$ cat src/rtl/bdrv_pkg.sv
package bdrv_pkg;
  localparam int unsigned BDRV_WIDTH = 20;

  typedef enum logic [1:0] {
    MODE_HOLD    = 2'd0,
    MODE_PASS    = 2'd1,
    MODE_CAPTURE = 2'd2
  } bdrv_mode_e;
endpackage

$ cat src/rtl/bdrv_mode_ctl.sv
module bdrv_mode_ctl
  import bdrv_pkg::*;
(
  input  logic       clk,
  input  logic       rst_n,
  input  logic       pass_n,
  input  logic       cap_stb,
  output bdrv_mode_e mode
);
  logic stb_q;

  // previous strobe sample; resets high so a held strobe is not an edge
  always_ff @(posedge clk or negedge rst_n) begin
    if (!rst_n) stb_q <= 1'b1;
    else        stb_q <= cap_stb;
  end

  always_comb begin
    if (!pass_n)                mode = MODE_PASS;
    else if (cap_stb && !stb_q) mode = MODE_CAPTURE;
    else                        mode = MODE_HOLD;
  end

  // a strobe that was already high is never a capture
  p_no_reedge_r6: assert property (@(posedge clk) disable iff (!rst_n)
    (pass_n && cap_stb && $past(cap_stb)) |-> (mode == MODE_HOLD));
endmodule

$ cat src/rtl/bdrv_store.sv
module bdrv_store
  import bdrv_pkg::*;
#(
  parameter int unsigned WIDTH = BDRV_WIDTH
) (
  input  logic             clk,
  input  logic             rst_n,
  input  bdrv_mode_e       mode,
  input  logic [WIDTH-1:0] din,
  output logic [WIDTH-1:0] store_q
);
  logic load;
  assign load = (mode != MODE_HOLD);

  for (genvar i = 0; i < WIDTH; i++) begin : g_chan
    always_ff @(posedge clk or negedge rst_n) begin
      if (!rst_n)    store_q[i] <= 1'b0;
      else if (load) store_q[i] <= din[i];
    end
  end

  // loading modes take the bus
  p_load_r4: assert property (@(posedge clk) disable iff (!rst_n)
    (mode != MODE_HOLD) |=> (store_q == $past(din)));
  // hold keeps the word
  p_keep_r5: assert property (@(posedge clk) disable iff (!rst_n)
    (mode == MODE_HOLD) |=> $stable(store_q));
endmodule

$ cat src/rtl/bdrv_out.sv
module bdrv_out
  import bdrv_pkg::*;
#(
  parameter int unsigned WIDTH = BDRV_WIDTH
) (
  input  logic             out_en_n,
  input  bdrv_mode_e       mode,
  input  logic [WIDTH-1:0] din,
  input  logic [WIDTH-1:0] store_q,
  output logic [WIDTH-1:0] dout,
  output logic [WIDTH-1:0] drv_en
);
  logic bypass;
  assign bypass = (mode == MODE_PASS);

  for (genvar i = 0; i < WIDTH; i++) begin : g_pin
    always_comb begin
      drv_en[i] = ~out_en_n;
      if (out_en_n)    dout[i] = 1'b0;
      else if (bypass) dout[i] = din[i];
      else             dout[i] = store_q[i];
    end
  end
endmodule

$ cat src/rtl/latchreg_bus_driver.sv
module latchreg_bus_driver
  import bdrv_pkg::*;
#(
  parameter int unsigned WIDTH = BDRV_WIDTH
) (
  input  logic             clk,
  input  logic             rst_n,
  input  logic             out_en_n,
  input  logic             pass_n,
  input  logic             cap_stb,
  input  logic [WIDTH-1:0] din,
  output logic [WIDTH-1:0] dout,
  output logic [WIDTH-1:0] drv_en
);
  bdrv_mode_e       mode;
  logic [WIDTH-1:0] store_q;

  bdrv_mode_ctl u_ctl (
    .clk     (clk),
    .rst_n   (rst_n),
    .pass_n  (pass_n),
    .cap_stb (cap_stb),
    .mode    (mode)
  );

  bdrv_store #(.WIDTH(WIDTH)) u_store (
    .clk     (clk),
    .rst_n   (rst_n),
    .mode    (mode),
    .din     (din),
    .store_q (store_q)
  );

  bdrv_out #(.WIDTH(WIDTH)) u_out (
    .out_en_n (out_en_n),
    .mode     (mode),
    .din      (din),
    .store_q  (store_q),
    .dout     (dout),
    .drv_en   (drv_en)
  );

  p_off_quiet_r1: assert property (@(posedge clk) disable iff (!rst_n)
    out_en_n |-> (dout == '0 && drv_en == '0));
  p_on_drive_r2: assert property (@(posedge clk) disable iff (!rst_n)
    !out_en_n |-> (drv_en == '1));
  p_pass_r3: assert property (@(posedge clk) disable iff (!rst_n)
    (!pass_n && !out_en_n) |-> (dout == din));
endmodule

$ cat config.mk
export PLATFORM = sky130hd
export DESIGN_NAME = latchreg_bus_driver
export DESIGN_NICKNAME = d
export VERILOG_FILES = /design/src/rtl/bdrv_pkg.sv /design/src/rtl/bdrv_mode_ctl.sv /design/src/rtl/bdrv_store.sv /design/src/rtl/bdrv_out.sv /design/src/rtl/latchreg_bus_driver.sv
export SDC_FILE = /design/constraint.sdc
export NUM_CORES = 1
export LEC_CHECK = 0
export ABC_AREA = 1
export BUFFER_PORTS_ARGS = -buffer_cell sky130_fd_sc_hd__buf_2
export CAP_MARGIN = 20
export CORE_UTILIZATION = 47
export CTS_CLUSTER_DIAMETER = 50
export CTS_CLUSTER_SIZE = 20
export DETAILED_ROUTE_END_ITERATION = 7
export PLACE_DENSITY = 0.8
export SYNTH_ARGS = -nofsm -noshare
export SYNTH_HDL_FRONTEND = slang
export SYNTH_HIERARCHICAL = 1
export SYNTH_SLANG_ARGS = --single-unit
export TNS_END_PERCENT = 1
$ cat constraint.sdc
create_clock -name clk -period 1.7 [get_ports clk]
set_clock_uncertainty 0.05 [all_clocks]
set_input_delay 0.34 -clock clk [delete_from_list [all_inputs] [get_ports clk]]
set_output_delay 0.34 -clock clk [all_outputs]
set_load 0.01 [all_outputs]
==> results.yml <==
outcome:
  status: "finished, violations left"
  violations: "design-rule violations, negative setup slack"
worst_setup_path:
  worstPathRequired_ns: 1.31
  worst_setup_path_start_kind: "register"
  path_class: "register to output pin"
  critPathMaxFanout: 5
  crit_arrival_ns: 1.49
  end_kind: "output pin"
die:
  dieArea_mm2: 0.00329
  io-pin-count: 65
  core_area_mm2: 0.00283
  num_rows: 19
  start_util_pct: 51.0
  die-width_um: 57.4
  dieHeight_um: 57.4
synthesis:
  ys_types: 13
  syn_inst: 222
  syn_area_mm2: 0.00144
  seq_area_frac_synth_pct: 36.5
  syn-mean-instance-area_um2: 6.50
  yosys_register_bits: 21
  syn_nets: 247
  yosysWarnings: 6
cells_and_area:
  nFillCells: 265
  fin_cells: 304
  area_growth_pct: 24.1
  drive_above_1_share_pct: 34.1
  fin_area_mm2: 0.00179
  fin_nets: 299
  diodes: 0
sta:
  min_period_ns: 1.88
  slew_violations: 0
  fmax_ghz: 0.532
  finalCritPeriodShare_pct: 111
  slew-limit-headroom_pct: 68.2
  tightest_slew_ns: 0.477
  finalHoldViolations: 0
  setup_viol: 20
  rsz0062_at_grt: "yes"
  final.setup.worst_slack_ns: -0.179
global_route:
  grt_first_pass_wirelength_um: 5870
  use_met3_pct: 2.49
  grt_overflow_total: 0
  use_met1_pct: 29.7
  antenna_found_initial: 0
  top_usage_layer: "met2"
  grt_max_degree: 41
  grt.met2_usage_pct: 39.4
  grt_pass1_vias: 1324
  grt.total_usage_pct: 22.6
clocking:
  clkLatencyLatePin_ns: 0.30
  clockBufferDepth: 2
  root_buffer: "clkbuf_4"
  cts_max_level: 1
  cts_tree: "done"
  cts_sinks: 21
  numCtsBuffers: 3
  clk_pin_slew_ns: 0.11
detailed_routing:
  vias: 1467
  vias_per_cell: 4.83
  ant_nets: 0
  drc_errors: 3
  wl_per_cell_um: 11.5
  routed_wl_um: 3500
  dr.pass1.iters: 7
  drtIter0Drc: 52
power_and_ir_drop:
  peakVddDrop_mv: 0.331
  p_per_area_mw_per_mm2: 662
  finalPower_w: 0.00118
  leakage_nw: 1.09
placed_design:
  dpl_cell_area_mm2: 0.00170
  place.gp.congestion: 0.813
  dpl.hpwl_um: 2450
  portBuffers: 64
  placedCellCount: 297
  place_worst_setup_slack_ns: 0.0128
hold_path:
  hold_class: "input port to register"
run:
  cap_violations: 0
cell usage in the layout, fill, tap and decap left out, types with 2 or more instances in the layout:
cell type,count
nand3_2,2
nand2_1,61
nor2_2,4
inv_1,22
clkbuf_4,3
dfrtp_1,20
o21ai_0,20
nand3_1,18
inv_2,2
buf_4,9
buf_2,64
buf_6,4
nor2_4,2
nor2_1,37
buf_12,2
metrics by stage:
step | utilization (%) | hold slack (ns) | TNS [ns]
2_1_floorplan | - | -0.00559 | 0
6_report | 63.3 | 0.0862 | -3.13
3_3_place_gp | 60.0 | 0.274 | 0
4_1_cts | 63.1 | 0.0686 | -3.72
5_1_grt | 63.3 | 0.0567 | -5.17
3_5_place_dp | 60.0 | 0.278 | 0
worst max-delay path, stage by stage, from the launching register on:
cell	delay, ns
dfstp_2	0.56
nor2_4	0.05
nor2_4	0.16
buf_6	0.15
nor2_2	0.03
nor2_1	0.09
buf_2	0.14
path summary, 6_finish.rpt:
check | endpoint | start | cells past startpoint | slack [ns]
setup / recovery | dout[17] | u_ctl/stb_q$_DFF_PN1_ | 6 | -0.18
hold / removal | u_ctl/stb_q$_DFF_PN1_ | cap_stb | 1 | 0.09
setup reg to reg | u_store/store_q[14]$_DFFE_PN0P_ | u_ctl/stb_q$_DFF_PN1_ | 7 | 0.14
hold reg to reg | u_store/store_q[18]$_DFFE_PN0P_ | u_store/store_q[18]$_DFFE_PN0P_ | 2 | 0.45
max in group asynchronous | u_ctl/stb_q$_DFF_PN1_ | rst_n | 2 | 0.78
min in group asynchronous | u_store/store_q[1]$_DFFE_PN0P_ | rst_n | 2 | 0.47
power by group:
group / leakage, nW / total, W / switching (W) / internal, W
combinational: 0.820 / 0.000368 / 0.000210 / 0.000158
clock: 0.0150 / 0.000240 / 0.000149 / 0.0000914
sequential: 0.253 / 0.000577 / 0.0000283 / 0.000548
logic make-up (layout without fill, tap and decap cells):
group	after synthesis	count (layout)	synth area share (%)
simple gates	124	124	34.5
flops	21	21	36.5
compound gates	20	20	6.94
buf+inv	57	108	22.0
cells in the mapped netlist:
| cell | n | area, um2 |
|---|---|---|
| nand2_1 | 61 | 229 |
| nor2_1 | 40 | 150 |
| inv_1 | 23 | 86.3 |
| buf_4 | 20 | 150 |
| dfrtp_1 | 20 | 500 |
| nand3_1 | 20 | 100 |
| o21ai_0 | 20 | 100 |
| buf_2 | 9 | 45.0 |
| nor2_2 | 3 | 18.8 |
| buf_6 | 2 | 22.5 |
| clkbuf_2 | 2 | 10.0 |
| dfstp_2 | 1 | 26.3 |
| inv_2 | 1 | 3.75 |
repair_timing:
item / 4_1_cts / 5_1_grt
cloned: 1 / 0
endpoints found under the hold margin: 20 / 0
pin swaps: 17 / 1
buffers inserted: 1 / 0
hold buffers: 1 / 0
setup endpoints to repair: 20 / 20
resized for setup: 12 / 1
flip-flops by register name, summed over array words and instances (netlist names):
signal and cells:
u_ctl/stb_q 1, u_store/store_q 20
per-layer routing:
layer  share of wire [%]  routed length [um]
met5                   0                   0
met4                   0                   0
met3                 5.7                 201
met2                  52                1810
met1                  43                1490
layout make-up:
cell class	count	area, um2	share of cell area [%]
sequential	21	527	29.4
clock buffer	4	26.3	1.47
timing repair buffer	80	483	27.0
tap	31	38.8	2.17
inverter	24	90.1	5.03
multi-input combinational	144	626	34.9
No activity file was read; power rests on OpenSTA's default activity.
